**src/rtl/irq_agg_pkg.sv**
```systemverilog
package irq_agg_pkg;

   // Register byte offsets
   localparam int unsigned OFS_HOST_STAT = 32'h40;
   localparam int unsigned OFS_GLB_EN    = 32'h50;
   localparam int unsigned OFS_PENDING   = 32'h60;
   localparam int unsigned OFS_MASK_SET  = 32'h64;
   localparam int unsigned OFS_MASK_CLR  = 32'h68;

   // Bit that carries the global gate and the host status flag
   localparam int unsigned HOST_BIT = 7;

   // Pending bit positions, in priority order of the host handler
   typedef enum int unsigned {
      SRC_FLASH = 0,
      SRC_TWI0  = 1,
      SRC_TWI1  = 2,
      SRC_DMA0  = 3,
      SRC_DMA1  = 4,
      SRC_CIF   = 5
   } src_slot_e;

   localparam int unsigned SRC_SLOTS = int'(SRC_CIF) + 1;

endpackage

```
**src/rtl/irq_mask_bank.sv**
```systemverilog
module irq_mask_bank #(
   parameter int NUM_SRC = 6,
   localparam int LANES  = (NUM_SRC + 7) / 8
) (
   input  logic               clk,
   input  logic               rst_n,
   input  logic               set_stb,
   input  logic               clr_stb,
   input  logic [NUM_SRC-1:0] wdata,
   input  logic [LANES-1:0]   be,
   output logic [NUM_SRC-1:0] mask_q,
   output logic [NUM_SRC-1:0] mask_d
);

   logic [NUM_SRC-1:0] wr_bits;

   for (genvar i = 0; i < NUM_SRC; i++) begin : g_bit
      assign wr_bits[i] = be[i/8] & wdata[i];
      assign mask_d[i]  = (mask_q[i] | (set_stb & wr_bits[i])) & ~(clr_stb & wr_bits[i]);
   end

   always_ff @(posedge clk or negedge rst_n) begin
      if (!rst_n) mask_q <= '0;
      else        mask_q <= mask_d;
   end

   // named bits become set
   p_mask_set_r4: assert property (@(posedge clk) disable iff (!rst_n)
      set_stb |=> ((mask_q & $past(wr_bits)) == $past(wr_bits)));

   // unnamed bits keep their value on a set access
   p_mask_keep_r4: assert property (@(posedge clk) disable iff (!rst_n)
      set_stb |=> ((mask_q & ~$past(wr_bits)) == ($past(mask_q) & ~$past(wr_bits))));

   // named bits become clear
   p_mask_clr_r5: assert property (@(posedge clk) disable iff (!rst_n)
      clr_stb |=> ((mask_q & $past(wr_bits)) == '0));

   // no access, no change
   p_mask_hold_r9: assert property (@(posedge clk) disable iff (!rst_n)
      (!set_stb && !clr_stb) |=> $stable(mask_q));

endmodule

```
**src/rtl/irq_glb_enable.sv**
```systemverilog
module irq_glb_enable (
   input  logic clk,
   input  logic rst_n,
   input  logic wr_stb,
   input  logic wbit,
   output logic en_q,
   output logic en_d
);

   assign en_d = wr_stb ? wbit : en_q;

   always_ff @(posedge clk or negedge rst_n) begin
      if (!rst_n) en_q <= 1'b0;
      else        en_q <= en_d;
   end

   // a qualified write loads the gate
   p_en_load_r2: assert property (@(posedge clk) disable iff (!rst_n)
      wr_stb |=> (en_q == $past(wbit)));

   // otherwise the gate holds
   p_en_hold_r9: assert property (@(posedge clk) disable iff (!rst_n)
      !wr_stb |=> $stable(en_q));

endmodule

```
**src/rtl/irq_line_gen.sv**
```systemverilog
module irq_line_gen #(
   parameter int NUM_SRC = 6
) (
   input  logic               clk,
   input  logic               rst_n,
   input  logic [NUM_SRC-1:0] src_req,
   input  logic [NUM_SRC-1:0] mask_q,
   input  logic [NUM_SRC-1:0] mask_d,
   input  logic               en_q,
   input  logic               en_d,
   output logic [NUM_SRC-1:0] pend,
   output logic               any_pend,
   output logic               host_irq
);

   logic line_next;

   assign pend      = src_req & mask_q;
   assign any_pend  = |pend;
   assign line_next = (|(src_req & mask_d)) & en_d;

   always_ff @(posedge clk or negedge rst_n) begin
      if (!rst_n) host_irq <= 1'b0;
      else        host_irq <= line_next;
   end

   // the line is never high with the gate off
   p_irq_needs_en_r3: assert property (@(posedge clk) disable iff (!rst_n)
      host_irq |-> en_q);

   // a closing gate drops the line at the same edge
   p_irq_drop_r3: assert property (@(posedge clk) disable iff (!rst_n)
      !en_d |=> !host_irq);

   // a high line traces back to an unmasked request
   p_irq_needs_src_r8: assert property (@(posedge clk) disable iff (!rst_n)
      host_irq |-> ((|($past(src_req) & mask_q)) == 1'b1));

endmodule

```
**src/rtl/irq_aggregator.sv**
```systemverilog
module irq_aggregator #(
   parameter int NUM_SRC = 6,
   parameter int PEND_W  = 16,
   parameter int ADDR_W  = 8,
   parameter int DATA_W  = 32
) (
   input  logic              clk,
   input  logic              rst_n,
   input  logic              bus_wr,
   input  logic              bus_rd,
   input  logic [ADDR_W-1:0] bus_addr,
   input  logic [DATA_W/8-1:0] bus_be,
   input  logic [DATA_W-1:0] bus_wdata,
   output logic [DATA_W-1:0] bus_rdata,
   input  logic [NUM_SRC-1:0] src_req,
   output logic              host_irq
);
   import irq_agg_pkg::*;

   localparam int BE_W  = DATA_W / 8;
   localparam int LANES = (NUM_SRC + 7) / 8;

   localparam logic [ADDR_W-1:0] A_STAT = ADDR_W'(OFS_HOST_STAT);
   localparam logic [ADDR_W-1:0] A_GEN  = ADDR_W'(OFS_GLB_EN);
   localparam logic [ADDR_W-1:0] A_PEND = ADDR_W'(OFS_PENDING);
   localparam logic [ADDR_W-1:0] A_MSET = ADDR_W'(OFS_MASK_SET);
   localparam logic [ADDR_W-1:0] A_MCLR = ADDR_W'(OFS_MASK_CLR);

   // Elaboration-time parameter checks
   if (NUM_SRC < 1 || NUM_SRC > PEND_W) begin : g_bad_src
      $error("NUM_SRC must lie in 1..PEND_W");
   end
   if (PEND_W > DATA_W || DATA_W % 8 != 0 || DATA_W <= int'(HOST_BIT)) begin : g_bad_data
      $error("DATA_W must be a byte multiple holding PEND_W and the host bit");
   end
   if (LANES > BE_W) begin : g_bad_lanes
      $error("mask does not fit the byte lanes");
   end
   if (ADDR_W < 7) begin : g_bad_addr
      $error("ADDR_W too narrow for the register offsets");
   end
   if (NUM_SRC != int'(SRC_SLOTS)) begin : g_bad_map
      $error("NUM_SRC must match the source slot map");
   end

   logic               wr_gen, wr_mset, wr_mclr;
   logic [NUM_SRC-1:0] mask_q, mask_d, pend;
   logic               en_q, en_d, any_pend;
   logic               unused_bus;

   assign wr_gen  = bus_wr && (bus_addr == A_GEN) && bus_be[0];
   assign wr_mset = bus_wr && (bus_addr == A_MSET);
   assign wr_mclr = bus_wr && (bus_addr == A_MCLR);
   assign unused_bus = ^{bus_wdata, bus_be};

   irq_mask_bank #(.NUM_SRC(NUM_SRC)) u_mask (
      .clk     (clk),
      .rst_n   (rst_n),
      .set_stb (wr_mset),
      .clr_stb (wr_mclr),
      .wdata   (bus_wdata[NUM_SRC-1:0]),
      .be      (bus_be[LANES-1:0]),
      .mask_q  (mask_q),
      .mask_d  (mask_d)
   );

   irq_glb_enable u_gen (
      .clk    (clk),
      .rst_n  (rst_n),
      .wr_stb (wr_gen),
      .wbit   (bus_wdata[HOST_BIT]),
      .en_q   (en_q),
      .en_d   (en_d)
   );

   irq_line_gen #(.NUM_SRC(NUM_SRC)) u_line (
      .clk      (clk),
      .rst_n    (rst_n),
      .src_req  (src_req),
      .mask_q   (mask_q),
      .mask_d   (mask_d),
      .en_q     (en_q),
      .en_d     (en_d),
      .pend     (pend),
      .any_pend (any_pend),
      .host_irq (host_irq)
   );

   always_comb begin
      bus_rdata = '0;
      if (bus_rd) begin
         case (bus_addr)
            A_STAT: bus_rdata[HOST_BIT]   = any_pend;
            A_GEN:  bus_rdata[HOST_BIT]   = en_q;
            A_PEND: bus_rdata[PEND_W-1:0] = PEND_W'(pend);
            A_MSET: bus_rdata[NUM_SRC-1:0] = mask_q;
            default: bus_rdata = '0;
         endcase
      end
   end

   // status flag only with a pending source; R11 masked requests stay hidden
   p_stat_flag_r7: assert property (@(posedge clk) disable iff (!rst_n)
      (bus_rd && bus_addr == A_STAT && bus_rdata[HOST_BIT]) |-> ((src_req & mask_q) != '0));

   // idle bus reads zero
   p_idle_zero_r10: assert property (@(posedge clk) disable iff (!rst_n)
      !bus_rd |-> (bus_rdata == '0));

endmodule

```
**config.mk**
```make
export PLATFORM = sky130hd
export DESIGN_NAME = irq_aggregator
export DESIGN_NICKNAME = d
export VERILOG_FILES = /design/src/rtl/irq_agg_pkg.sv /design/src/rtl/irq_mask_bank.sv /design/src/rtl/irq_glb_enable.sv /design/src/rtl/irq_line_gen.sv /design/src/rtl/irq_aggregator.sv
export SDC_FILE = /design/constraint.sdc
export NUM_CORES = 1
export LEC_CHECK = 0
export BUFFER_PORTS_ARGS = -buffer_cell sky130_fd_sc_hd__buf_2
export CAP_MARGIN = 20
export CORE_AREA = 2 2 52 54
export DETAILED_ROUTE_END_ITERATION = 10
export DIE_AREA = 0 0 54 56
export GPL_ROUTABILITY_DRIVEN = 1
export PLACE_DENSITY = 0.91
export SYNTH_ARGS = -nofsm -noshare
export SYNTH_HDL_FRONTEND = slang
export SYNTH_SLANG_ARGS = --single-unit
```
**constraint.sdc**
```tcl
create_clock -name clk -period 2.1 [get_ports clk]
set_input_delay 0.105 -clock clk [delete_from_list [all_inputs] [get_ports clk]]
set_output_delay 0.105 -clock clk [all_outputs]
set_load 0.02 [all_outputs]
```
Yosys cells after proc, flatten, opt, wreduce, memory -nomap -nowiden

Index checks and enable logic that the tools add are counted.

Bits of input ports: 54
Word-level logic and storage cells: 57
Register bits: 8
Output and inout port bits: 33

Mux-type cells: 4
Equality and inequality tests: 5
Reduce and logical (&&, ||, !) cells: 6
Bitwise gates (word level): 39

Operators with widths:

| kind                                                | count |
|---|---|
| equality test 8 x 7 -> 1 bit, second input constant | 5 |
| AND 1 bit                                           | 25 |
| AND 6 bit                                           | 2 |
| one-hot mux 6 bit (2 select lines)                  | 1 |
| OR reduction 6 bit                                  | 2 |
| 2-to-1 mux 8 bit                                    | 1 |
| NOT 1 bit                                           | 6 |
| OR 1 bit                                            | 6 |
| logical AND 1 bit                                   | 4 |
| one-hot mux 1 bit (2 select lines)                  | 1 |
| 2-to-1 mux 1 bit                                    | 1 |

Longest topological paths before layout

Gate-level depths: netlist (run 1).

Word-level depth: 8
Depth in mapped cells: 6
Gate-level depth less buffers: 4

By module

A second synthesis (run 1) with hierarchy kept.

Cells, all modules: 90
Area total of the unflattened synthesis: 834.6 um^2

By module, submodules not included:

| module         | cells each | times used | area each (um^2) | seq. area each (um^2) |
|---|---|---|---|---|
| irq_aggregator | 54         | 1          | 436.7            | 0.0 |
| irq_mask_bank  | 19         | 1          | 236.5            | 150.1 |
| irq_line_gen   | 15         | 1          | 121.4            | 25.0 |
| irq_glb_enable | 2          | 1          | 40.0             | 25.0 |

Worst setup path before layout (run 1)

No wires, ideal clock.

Kind: in2out
From: in bus_addr[3]
To: out bus_rdata[7]
Data arrival time: 1.510 ns
Cell stages on the path: 3
Setup slack: 0.485 ns
Buffers on the path: 0
Data required time: 1.995 ns
Cell sequence: or4_1 or4_1 a31oi_1

Word-level cells in the longest chain between the ends: 3
Elaborated cells between the ends (all ways): 4

Ends and longest elaborated chain:

| what                                   | line                 | text |
|---|---|---|
| start: declaration                     | irq_aggregator.sv:11 | `input logic [ADDR_W-1:0] bus_addr,` |
| equality test 8 x 7 -> 1 bit           | irq_aggregator.sv:92 | `case (bus_addr)` |
| one-hot mux 1 bit (2 select lines) (*) | irq_aggregator.sv:92 |  |
| 2-to-1 mux 8 bit (*)                   | irq_aggregator.sv:91 | `if (bus_rd) begin` |
| end: declaration                       | irq_aggregator.sv:14 | `output logic [DATA_W-1:0] bus_rdata,` |

Mark *: on every way between the ends. The rest lies on a longest branch, timed or not.

Worst setup path after layout (run 1)

Ends and elaborated chain as after synthesis.

==> out/results.env, run 1 <==
IO_BUFFERS=33
CORE.ROWCOUNT=18
ANTENNADIODECOUNT=0
DR_TOTAL_VIAS=880
PLACE_INST=173
LAYOUT-AREA-OVERHEAD-VS-SYNTH_PCT=15.93
CPPEAKSTAGEDELAY_NS=0.55
LEAKAGEPOWER_nW=0.4867
CRIT_REQUIRED_NS=2.00
INSTANCES_NO_FILL=177
CTS_ROOT_BUFFER='sky130_fd_sc_hd__clkbuf_4'
SYNTH_LARGEST_TYPE_AREA_FRACTION_PCT=22.76
POST_SYNTH.CELL_AREA_AVG_SQ_UM=7.854
INITIAL_CORE_UTIL_PCT=36.16
NFILLCELLS=266
CLOCK_LATENCY_NS=0.26
CRITICAL_PATH.TOP_DELAY_FAMILY='simple AND/OR/NAND/NOR gates'
CP-START-KIND='input pin'
CLK_PATH_BUF_DEPTH=2
FINAL_LAYOUT_SIZE_SUFFIX_GT1_SHARE_PCT=27.89
HOLD_PATH_CLASS='input pin to flop'
CELLPOWERDENSITY_nW_PER_UM2=395.0
FIRST_GLOBAL_VIAS=756
TRITONCTS_CLOCK_TREE='done'
NUMCTSBUFFERS=3
CRIT_CHAIN='buf_2 -> or4_1 -> or4_1 -> a31oi_1 -> buf_2'
CRITICAL_PATH.N_BUFFERS_INVERTERS=2
FINAL-SETUP-VIOL-COUNT=0
FINAL_NETS=203
GLOBAL_ROUTE_WIRE_LENGTH_BEFORE_REPAIR_MICRONS=3298
GRT_SETUP_UNREPAIRED='false'
DRT_DRC_VIOLATIONS_LEFT=0
TRACK_USAGE_PCT=14.58
WIRELENGTH_MICRONS=2199
IRDROPWORSTVDD_uV=147.4
NUMBER_OF_CELLS_ON_THE_WORST_REG_TO_REG_PATH=3
RUN_STATUS='complete, no violations'
AVGROUTEDWIREPERCELL_MICRONS=12.42
HOLDPATHSTAGES=2
SYN_INST=112
TMIN_FINAL_NS=1.695
VIAS_PER_CELL=4.972
TOTAL_COUNT_OF_HOLD_CHECK_FAILURES_IN_THE_FINAL_REPORT=0
SYNTH-SEQ-AREA-SHARE_PCT=22.76
NUMCLOCKSINKS=8
CLK_PIN_SLEW_WORST_PATHS_NS=0.06
OVERFLOW=0
DETAILEDPLACEMENTHPWL_MICRONS=1808
NETLIST_AREA_BEFORE_PLACEMENT_SQ_UM=879.6
YS_TYPES=31
END_KIND='output pin'
GRT_ANTENNA_BEFORE_REPAIR=0
DRV_CAP=0
GLOBALPLACE.CONGESTION=0.8969
FINAL_CLOCK_PERIOD_UTILIZATION_BY_THE_WORST_PATH_PCT=80.71
TOTAL_NEGATIVE_SLACK_FOR_SETUP_CHECKS_NS=0
FULL_DIE_AREA_SQ_UM=3024
FIRSTDRTPASSITERS=4
FIRST_ITER_VIOLATIONS=26
CP_SLOWEST_CELL='sky130_fd_sc_hd__or4_1'
YS_SEQ_ELEMENTS=8
MAX_FREQ_MHz=590.0
PLACEABLECOREAREA_SQ_UM=2432
YOSYSTOPAREACELL='sky130_fd_sc_hd__dfrtp_1'
CRIT_ARRIVAL_NS=1.59
ASYNCSETRESETFLOPFRACSYNTH_PCT=100.0
WORST-PATH-MAX-FANOUT=3
NUMBER_OF_SYNTHESIZED_FLOPS_WITH_AN_ENABLE_PIN=0
SYNTH.TOP_CELLS.BY_AREA='sky130_fd_sc_hd__dfrtp_1 23%, sky130_fd_sc_hd__buf_4 21%, sky130_fd_sc_hd__nand2_1 6.4%'
FP.DIEH_MICRONS=56
SYNTH-MAIN-FF-CELL='sky130_fd_sc_hd__dfrtp_1'
GRT_MAX_DEGREE=12
CHIPWIDTH_MICRONS=54
YOSYS_WARNINGS=0
IOPINCOUNT=87
HTREE_NUM_LEVELS=1
ANTENNA_VIOLATING_NETS_POST_ROUTE=0
FINAL.SETUP_SKEW_NS=0.01020
FINAL-MAX-SLEW-VIOLATION-COUNT=0
CRIT_CELLS=5
WORSTSETUPPATHTYPE='input pin to output pin'
## final cells by class
| type | count | area, sq um | share of cell area [%] |
|---|---|---|---|
| clock buffers | 3 | 22.52 | 2.209 |
| inverters | 5 | 18.77 | 1.840 |
| flip-flops and latches | 8 | 200.2 | 19.63 |
| repair buffers | 36 | 190.2 | 18.65 |
| well taps | 30 | 37.54 | 3.681 |
| multi-input cells | 95 | 550.5 | 53.99 |
## kinds of logic after synthesis
| group | synth area share, % |
|---|---|
| AND/OR/NAND/NOR | 26.46 |
| buffers and inverters | 24.89 |
| AO/OA/AOI/OAI | 24.18 |
| flip-flops | 22.76 |
| multiplexers | 1.280 |
| other | 0.4263 |
## report_power, final
group          internal [mW]  total [mW]  leakage, nW  switching, mW
clock network         0.0656       0.120       0.0138         0.0546
registers              0.158       0.161        0.111        0.00321
logic                 0.0369       0.121        0.362         0.0845
total                  0.260       0.403        0.487          0.142
## cells in the final DEF (no fill, tap or decap), types with 2 or more instances in the layout
cell / n
sky130_fd_sc_hd__buf_4: 2
sky130_fd_sc_hd__and2_1: 7
sky130_fd_sc_hd__a311oi_1: 2
sky130_fd_sc_hd__o32ai_1: 2
sky130_fd_sc_hd__inv_1: 5
sky130_fd_sc_hd__nor4_1: 2
sky130_fd_sc_hd__nand2b_1: 2
sky130_fd_sc_hd__nand3_1: 2
sky130_fd_sc_hd__conb_1: 25
sky130_fd_sc_hd__nor2_1: 5
sky130_fd_sc_hd__buf_2: 33
sky130_fd_sc_hd__dfrtp_1: 8
sky130_fd_sc_hd__a41oi_1: 6
sky130_fd_sc_hd__or4_1: 2
sky130_fd_sc_hd__a21oi_1: 7
sky130_fd_sc_hd__a31oi_1: 5
sky130_fd_sc_hd__clkbuf_4: 3
sky130_fd_sc_hd__nand2_1: 15
## stage by stage
stage | instance area [sq um] | power (mW) | setup slack (ns) | hold WS [ns] | util (%)
floorplan | 969.7 | 0.2718 | 0.4854 | -0.1906 | -
global placement | 987.2 | 0.2798 | 0.3917 | -0.04398 | 40.59
detailed placement | 987.2 | 0.2822 | 0.3724 | -0.04049 | 40.59
CTS | 1020 | 0.4047 | 0.4068 | 0.06334 | 41.92
global route | 1020 | 0.4260 | 0.3178 | 0.07055 | 41.92
finish | 1020 | 0.4028 | 0.4052 | 0.06410 | 41.92
## Yosys cell counts (all sizes together), types with 2 or more instances
cell type,number
nor4,2
a311oi,2
nand3,2
clkbuf,2
a41oi,6
inv,5
or4,2
nand2b,2
o41ai,2
nor2,5
nand2,15
o32ai,2
a21oi,7
and2,7
dfrtp,8
a31oi,5
buf,26
## flip-flops by register name, summed over array words and instances, names as in the netlist
name             count
u_line.host_irq      1
u_mask.mask_q        6
u_gen.en_q           1
## worst reg2reg max path, delay by kind of cell, from the launching register on
family	cells	cell delay (ns)
DFF	1	0.40
AOI/OAI and AO/OA	3	0.77
## worst paths after layout
check / from / endpoint / slack [ns]
hold / removal: bus_wdata[4] / u_mask.mask_q[4] / 0.06
min in group asynchronous: rst_n / u_mask.mask_q[4] / 0.22
hold reg to reg: u_gen.en_q / u_gen.en_q / 0.54
max in group asynchronous: rst_n / u_mask.mask_q[0] / 1.69
setup / recovery: bus_addr[3] / bus_rdata[7] / 0.41
setup reg to reg: u_mask.mask_q[5] / u_line.host_irq / 0.82
## timing repair
item / CTS / global route
hold endpoints to repair: 8 / 0
hold buffers: 1 / 0
setup buffers: 0 / 0
resized for setup: 0 / 0
## per-layer routing
metal	track usage, %	share of wire (%)	up-vias
met5	0	0	-
met3	2.419	11	0
met1	19.44	42	394
met2	23.00	47	54
met4	5.357	0	0
li1	-	-	432
Note: power is estimated with default switching activity, not from simulation.
==> run 2, diff against run 1 <==
--- a/config.mk
+++ b/config.mk
@@ -5,13 +5,14 @@
 export SDC_FILE = /design/constraint.sdc
 export NUM_CORES = 1
 export LEC_CHECK = 0
+export ABC_AREA = 1
 export BUFFER_PORTS_ARGS = -buffer_cell sky130_fd_sc_hd__buf_2
 export CAP_MARGIN = 20
-export CORE_AREA = 2 2 52 54
+export CORE_AREA = 2 2 54 56
 export DETAILED_ROUTE_END_ITERATION = 10
-export DIE_AREA = 0 0 54 56
+export DIE_AREA = 0 0 56 58
 export GPL_ROUTABILITY_DRIVEN = 1
-export PLACE_DENSITY = 0.91
+export PLACE_DENSITY = 0.88
 export SYNTH_ARGS = -nofsm -noshare
 export SYNTH_HDL_FRONTEND = slang
 export SYNTH_SLANG_ARGS = --single-unit
==> constraint.sdc (replaced) <==
create_clock -name clk -period 1.59 [get_ports clk]
set_input_delay 0.0795 -clock clk [delete_from_list [all_inputs] [get_ports clk]]
set_output_delay 0.0795 -clock clk [all_outputs]
set_load 0.02 [all_outputs]
==> run 2 against run 1 <==
Register-to-register slack lost 0.22 ns. Synthesized cell count grew 24%. Die area grew 7.4%. Total power grew 34%. Global-route usage shrank 1.5 points. First-iteration DRC count shrank 19%. Routed wire length shrank 6.3%. Hold slack lost 0.0033 ns. Clock skew shrank 0.0036 ns. Highest routed layer is now met4. Synthesized area grew 6.5%. Largest cell class unchanged. Count of clock-buffer cells in the layout is the same.
==> out/results.env, run 2 <==
AVGROUTEDWIREPERCELL_MICRONS=10.00  # -20%
CLK_PATH_BUF_DEPTH=2  # unchanged
LAYOUT_COMMON_CELLS='33 x sky130_fd_sc_hd__buf_2, 25 x sky130_fd_sc_hd__conb_1, 23 x sky130_fd_sc_hd__inv_1, 23 x sky130_fd_sc_hd__nand2_1'
CELLPOWERDENSITY_nW_PER_UM2=505.2  # +28%
CP_SLOWEST_CELL='sky130_fd_sc_hd__dfrtp_1'
HOLD_PATH_CLASS='input pin to flop'
FIRST_GLOBAL_VIAS=816  # +7.9%
CHIPWIDTH_MICRONS=56  # +3.7%
IO_BUFFERS=33  # unchanged
POST_SYNTH.CELL_AREA_AVG_SQ_UM=6.742  # -14%
INITIAL_CORE_UTIL_PCT=35.20  # -0.97 points
CRIT_CHAIN='a21oi_1 -> nand3_1 -> a211oi_1 -> nor4_1 -> buf_2'
SYNTH-SEQ-AREA-SHARE_PCT=21.36  # -1.4 points
LEAKAGEPOWER_nW=0.6305  # +30%
VIAS_PER_CELL=4.354  # -12%
FINAL_CLOCK_PERIOD_UTILIZATION_BY_THE_WORST_PATH_PCT=90.22
FIRST_ITER_VIOLATIONS=21  # -19%
GLOBALPLACE.CONGESTION=0.8291  # -7.6%
ANTENNA_VIOLATING_NETS_POST_ROUTE=0  # unchanged
GRT_SETUP_UNREPAIRED='false'
TOP_REGS='u_mask.mask_q x6, u_gen.en_q x1, u_line.host_irq x1'
FINAL_DESIGN_AREA_NO_FILL_SQ_UM=1072  # +5.2%
MAX_FLOP_REGISTER='u_mask.mask_q'
LAYOUT-AREA-OVERHEAD-VS-SYNTH_PCT=14.42
NETLIST_AREA_BEFORE_PLACEMENT_SQ_UM=937.1  # +6.5%
NUMCTSBUFFERS=3  # unchanged
WORSTSETUPPATHTYPE='flop to output pin'
TOTAL_COUNT_OF_HOLD_CHECK_FAILURES_IN_THE_FINAL_REPORT=0  # unchanged
FULL_DIE_AREA_SQ_UM=3248  # +7.4%
CLOCK_LATENCY_NS=0.26  # about the same
SYNTH-MAIN-FF-CELL='sky130_fd_sc_hd__dfrtp_1'
IOPINCOUNT=87  # unchanged
YOSYS_WARNINGS=0  # unchanged
LARGEST_REG_FLOPS=6  # unchanged
WORST-PATH-MAX-FANOUT=2  # -1
CPPEAKSTAGEDELAY_NS=0.39  # -0.16 ns
DRT_DRC_VIOLATIONS_LEFT=0  # unchanged
IRDROPWORSTVDD_uV=295.5  # +100%
RUN_STATUS='complete, no violations'
FIRSTDRTPASSITERS=4  # unchanged
YOSYSTOPAREACELL='sky130_fd_sc_hd__dfrtp_1'
TRITONCTS_CLOCK_TREE='done'
FINAL_NETS=231  # +14%
FP.DIEH_MICRONS=58  # +3.6%
SYNTH_LARGEST_TYPE_AREA_FRACTION_PCT=21.36  # -1.4 points
CRIT_ARRIVAL_NS=1.36  # -0.23 ns
GRT_ANTENNA_BEFORE_REPAIR=0  # unchanged
OVERFLOW=0  # unchanged
ASYNCSETRESETFLOPFRACSYNTH_PCT=100.0  # unchanged
TRACK_USAGE_PCT=13.12  # -1.5 points
END_KIND='output pin'
WIRELENGTH_MICRONS=2060  # -6.3%
FINAL-SETUP-VIOL-COUNT=0  # unchanged
CLK_PIN_SLEW_WORST_PATHS_NS=0.06  # about the same
CP-START-KIND='flop'
FINAL_LAYOUT_SIZE_SUFFIX_GT1_SHARE_PCT=28.00  # +0.11 points
HTREE_NUM_LEVELS=1  # unchanged
TOTAL_NEGATIVE_SLACK_FOR_SETUP_CHECKS_NS=0  # unchanged
CRIT_REQUIRED_NS=1.51  # -0.49 ns
DR_TOTAL_VIAS=897  # +1.9%
MAX_FREQ_MHz=697.1
ANTENNADIODECOUNT=0  # unchanged
FINAL.SETUP_SKEW_NS=0.006586  # -0.003611 ns
DETAILEDPLACEMENTHPWL_MICRONS=1787  # -1.2%
GLOBAL_ROUTE_WIRE_LENGTH_BEFORE_REPAIR_MICRONS=3291  # -0.21%
FINAL-MAX-SLEW-VIOLATION-COUNT=0  # unchanged
GRT_MAX_DEGREE=12  # unchanged
NFILLCELLS=286  # +7.5%
NUMCLOCKSINKS=8  # unchanged
FINAL_COMMON_CELL='sky130_fd_sc_hd__buf_2'
CORE.ROWCOUNT=19  # +1
PLACED_AREA_SQ_UM=1040  # +5.3%
SYN_INST=139  # +24%
DRV_CAP=0  # unchanged
YS_SEQ_ELEMENTS=8  # unchanged
TMIN_FINAL_NS=1.435
CTS_ROOT_BUFFER='sky130_fd_sc_hd__clkbuf_4'
NUMBER_OF_SYNTHESIZED_FLOPS_WITH_AN_ENABLE_PIN=0  # unchanged
SYNTH.MOST_COMMON_CELL='sky130_fd_sc_hd__buf_4'
YS_TYPES=25  # -19%
PLACEABLECOREAREA_SQ_UM=2663  # +9.5%
SYNTH_COMMON_CELLS='25 x sky130_fd_sc_hd__buf_4, 23 x sky130_fd_sc_hd__inv_1, 23 x sky130_fd_sc_hd__nand2_1'
SYNTH.TOP_CELLS.BY_AREA='sky130_fd_sc_hd__dfrtp_1 21%, sky130_fd_sc_hd__buf_4 20%, sky130_fd_sc_hd__inv_1 9.2%'
==> run 2: cell types whose count changed in the layout (fill, tap and decap cells not counted), sizes merged, moves of 3 or more <==
cell and change:
inv +19, a41oi -6, nand3 +8, nand2 +13, and2 -3, nand4 +10, a31oi -5, nor3 +6
==> run 2: metal layers <==
metal  routed length, microns  part of all wire (%)  track usage (%)  up-vias
met1                      803                    39            13.91      391
met2                     1087                    53            25.04       34
li1                         -                     -                -      470
met5                        0                     0                0        -
met3                      157                   7.6            4.464        2
met4                       12                  0.58            3.061        0
==> run 2: area by class of cell <==
type | count | area (sq um) | share of cell area [%]
inverter | 24 | 90.09 | 8.401
tap | 31 | 38.79 | 3.617
multi-input combinational | 105 | 538.0 | 50.17
timing repair buffer | 35 | 182.7 | 17.04
clock buffer | 3 | 22.52 | 2.100
sequential | 8 | 200.2 | 18.67
==> run 2: what timing repair did <==
item                      in CTS  in global routing
buffers inserted               0                  0
hold buffers                   1                  0
gates resized for setup        0                  0
hold endpoints to repair       8                  0
==> run 2: final timing paths <==
check,cells after the start,slack [ns],startpoint,end
setup / recovery,5,0.16,u_mask.mask_q[4],bus_rdata[7]
hold / removal,2,0.06,bus_wdata[7],u_gen.en_q
setup reg to reg,6,0.60,u_mask.mask_q[1],u_line.host_irq
hold reg to reg,2,0.60,u_mask.mask_q[5],u_mask.mask_q[5]
max in group asynchronous,2,1.23,rst_n,u_mask.mask_q[1]
min in group asynchronous,2,0.19,rst_n,u_gen.en_q
==> run 2: kinds of logic (layout without fill, tap and decap cells) <==
logic type | after synthesis | count (layout) | synth area share, %
compound gates | 14 | 14 | 9.345
buf+inv | 50 | 62 | 30.84
flops | 8 | 8 | 21.36
other cells | 1 | 25 | 0.4001
simple gates | 66 | 66 | 38.05
==> run 2: per-stage QoR <==
step	total power [mW]	instances	util, %	setup slack, ns	hold WS (ns)
floorplan	0.3723	163	-	0.2934	-0.2161
detailed placement	0.3814	202	39.05	0.2638	-0.06296
finish	0.5417	206	40.27	0.1554	0.06083
global route	0.5768	206	40.27	0.05225	0.05826
global placement	0.3781	202	39.05	0.2819	-0.07358
CTS	0.5468	206	40.27	0.1413	0.06073
==> run 2: report_power, final <==
group,switching (mW),leakage (nW),total (mW),internal (mW)
Combinational,0.120,0.545,0.167,0.0472
Sequential,0.00303,0.0713,0.212,0.209
Clock,0.0752,0.0138,0.162,0.0868
Total,0.198,0.631,0.542,0.343
==> run 2: critical path, delay by kind of cell (launching register included) <==
| family | cells | cell delay, ns |
|---|---|---|
| buf+inv | 1 | 0.16 |
| simple gates | 2 | 0.16 |
| flops | 1 | 0.39 |
| compound gates | 2 | 0.39 |
==> run 3, diff against run 2 <==
--- a/config.mk
+++ b/config.mk
@@ -12,7 +12,7 @@
 export DETAILED_ROUTE_END_ITERATION = 10
 export DIE_AREA = 0 0 56 58
 export GPL_ROUTABILITY_DRIVEN = 1
-export PLACE_DENSITY = 0.88
+export PLACE_DENSITY = 0.77
 export SYNTH_ARGS = -nofsm -noshare
 export SYNTH_HDL_FRONTEND = slang
 export SYNTH_SLANG_ARGS = --single-unit
==> run 3 against run 2 <==
Maximum frequency up 0.15%. Non-clock buffer count unchanged. Critical path depth unchanged. Highest routed layer is now met3. Clock skew down 0.0014 ns. Critical endpoint unchanged. Largest cell class unchanged.
==> out/results.env, run 3 (same netlist as run 2, synthesis figures left out) <==
LEAKAGEPOWER_nW=0.6305  # unchanged
LAYOUT-AREA-OVERHEAD-VS-SYNTH_PCT=14.42  # unchanged
FINAL_DESIGN_AREA_NO_FILL_SQ_UM=1072  # unchanged
FINAL_CLOCK_PERIOD_UTILIZATION_BY_THE_WORST_PATH_PCT=90.09  # -0.13 points
DR_TOTAL_VIAS=913  # +1.8%
HOLD_PATH_CLASS='input pin to flop'
TOP_LAYER_USED='met3'
DETAILEDPLACEMENTHPWL_MICRONS=1773  # -0.77%
CRIT_REQUIRED_NS=1.51  # about the same
TOTAL_COUNT_OF_HOLD_CHECK_FAILURES_IN_THE_FINAL_REPORT=0  # unchanged
ANTENNA_VIOLATING_NETS_POST_ROUTE=0  # unchanged
RUN_STATUS='complete, no violations'
DRV_CAP=0  # unchanged
FINAL_COMMON_CELL='sky130_fd_sc_hd__buf_2'
GRT_SETUP_UNREPAIRED='false'
MAX_FLOP_REGISTER='u_mask.mask_q'
STARTPOINT='u_mask.mask_q[4]'
LAYOUT_COMMON_CELLS='33 x sky130_fd_sc_hd__buf_2, 25 x sky130_fd_sc_hd__conb_1, 23 x sky130_fd_sc_hd__inv_1, 23 x sky130_fd_sc_hd__nand2_1'
ANTENNADIODECOUNT=0  # unchanged
ROUTE.MET3.WL_MICRONS=141  # -10%
CHIPWIDTH_MICRONS=56  # unchanged
FINAL-SETUP-VIOL-COUNT=0  # unchanged
FP.DIEH_MICRONS=58  # unchanged
NUMBER_OF_CELLS_ON_THE_WORST_REG_TO_REG_PATH=6  # unchanged
MAX_FREQ_MHz=698.1  # +0.15%
R2R_END='u_line.host_irq'
NUMCTSBUFFERS=3  # unchanged
R2R_SLACK_NS=0.61  # about the same
ROUTEDLENGTHMET1_MICRONS=867  # +8.0%
FIRST_ITER_VIOLATIONS=12  # -43%
TRACK_USAGE_PCT=13.26  # +0.14 points
IO_BUFFERS=33  # unchanged
TOTAL_NEGATIVE_SLACK_FOR_SETUP_CHECKS_NS=0  # unchanged
DPL_WORST_SLACK_NS=0.1894  # -0.07436 ns
NUMCLOCKSINKS=8  # unchanged
GRT_ANTENNA_BEFORE_REPAIR=0  # unchanged
CLK_PATH_BUF_DEPTH=2  # unchanged
FINAL-MAX-SLEW-VIOLATION-COUNT=0  # unchanged
IOPINCOUNT=87  # unchanged
CELLPOWERDENSITY_nW_PER_UM2=502.0  # -0.64%
INITIAL_CORE_UTIL_PCT=35.20  # unchanged
GLOBAL_ROUTE_WIRE_LENGTH_BEFORE_REPAIR_MICRONS=3408  # +3.6%
CRIT_ARRIVAL_NS=1.35  # about the same
GRT_MAX_DEGREE=12  # unchanged
WORST-PATH-MAX-FANOUT=2  # unchanged
AVGROUTEDWIREPERCELL_MICRONS=10.15  # +1.5%
IRDROPWORSTVDD_uV=515.0  # +74%
R2R-START='u_mask.mask_q[1]'
GLOBALPLACE.CONGESTION=0.8386  # +1.1%
SETUP_SLACK_NS=0.1575  # +0.002095 ns
CLK_PIN_SLEW_WORST_PATHS_NS=0.06  # about the same
CTS_ROOT_BUFFER='sky130_fd_sc_hd__clkbuf_4'
FULL_DIE_AREA_SQ_UM=3248  # unchanged
END_KIND='output pin'
FIRST_GLOBAL_VIAS=850  # +4.2%
OVERFLOW=0  # unchanged
WIRELENGTH_MICRONS=2090  # +1.5%
CORE.ROWCOUNT=19  # unchanged
MET2_LENGTH_MICRONS=1081  # -0.55%
POST_CTS_SETUP_BUFS=0  # unchanged
WORSTSETUPPATHTYPE='flop to output pin'
FINAL_NETS=231  # unchanged
FINAL.SETUP_SKEW_NS=0.005147  # -0.001439 ns
HTREE_NUM_LEVELS=1  # unchanged
LARGEST_REG_FLOPS=6  # unchanged
FINAL_LAYOUT_SIZE_SUFFIX_GT1_SHARE_PCT=28.00  # unchanged
VIAS_PER_CELL=4.432  # +1.8%
TRITONCTS_CLOCK_TREE='done'
TOP_REGS='u_mask.mask_q x6, u_gen.en_q x1, u_line.host_irq x1'
TMIN_FINAL_NS=1.432  # -0.002095 ns
CP-START-KIND='flop'
PLACED_AREA_SQ_UM=1040  # unchanged
PLACEABLECOREAREA_SQ_UM=2663  # unchanged
CLOCK_LATENCY_NS=0.26  # about the same
FIRSTDRTPASSITERS=4  # unchanged
WORSTSETUPENDPOINT='bus_rdata[7]'
DRT_DRC_VIOLATIONS_LEFT=0  # unchanged
[run 3: cell counts in the layout (fill, tap and decap cells not counted)]
No cell type changed its count.
[run 3: how the worst min path moves through the flow]
stage	from	end	cells past startpoint	slack, ns
final	bus_wdata[7]	u_gen.en_q	2	0.06
after global routing	bus_wdata[7]	u_gen.en_q	2	0.06
after CTS	bus_wdata[7]	u_gen.en_q	2	0.06
after detailed placement	rst_n	u_line.host_irq	1	-0.07
after global placement	rst_n	u_gen.en_q	1	-0.07
after floorplan	rst_n	u_gen.en_q	0	-0.22
[run 3: metal layers]
| metal | vias to the layer above | GRT usage [%] |
|---|---|---|
| li1 | 475 | - |
| met1 | 405 | 14.88 |
| met2 | 33 | 25.04 |
| met3 | 0 | 4.241 |
| met4 | 0 | 2.041 |
| met5 | - | 0 |
[run 3: cell type report]
| type | instances | area, sq um |
|---|---|---|
| Multi-Input combinational cell | 105 | 538.0 |
| Sequential cell | 8 | 200.2 |
| Timing Repair Buffer | 35 | 182.7 |
| Fill cell | 295 | 1590 |
| Tap cell | 31 | 38.79 |
| Clock buffer | 3 | 22.52 |
| Inverter | 24 | 90.09 |
[run 3: critical path: stages, from the launching register on]
cell and delay, ns:
sky130_fd_sc_hd__dfrtp_1 0.39, sky130_fd_sc_hd__a21oi_1 0.13, sky130_fd_sc_hd__nand3_1 0.08, sky130_fd_sc_hd__a211oi_1 0.26
sky130_fd_sc_hd__nor4_1 0.07, sky130_fd_sc_hd__buf_2 0.16
[run 3: through the flow]
step	hold slack [ns]	power, mW	utilization, %	std cells
after global routing	0.06202	0.5760	40.27	206
after floorplan	-0.2161	0.3723	-	163
after global placement	-0.07259	0.3791	39.05	202
after CTS	0.05733	0.5435	40.27	206
final	0.05850	0.5383	40.27	206
after detailed placement	-0.06655	0.3815	39.05	202
[run 3: repair_timing]
item,in CTS,in global routing
hold buffers,1,0
endpoints found under the hold margin,8,0
resized for setup,0,0
[run 3: power breakdown]
group / total (mW) / internal (mW) / switching, mW
Clock: 0.158 / 0.0865 / 0.0713
Sequential: 0.213 / 0.209 / 0.00307
Combinational: 0.168 / 0.0472 / 0.121
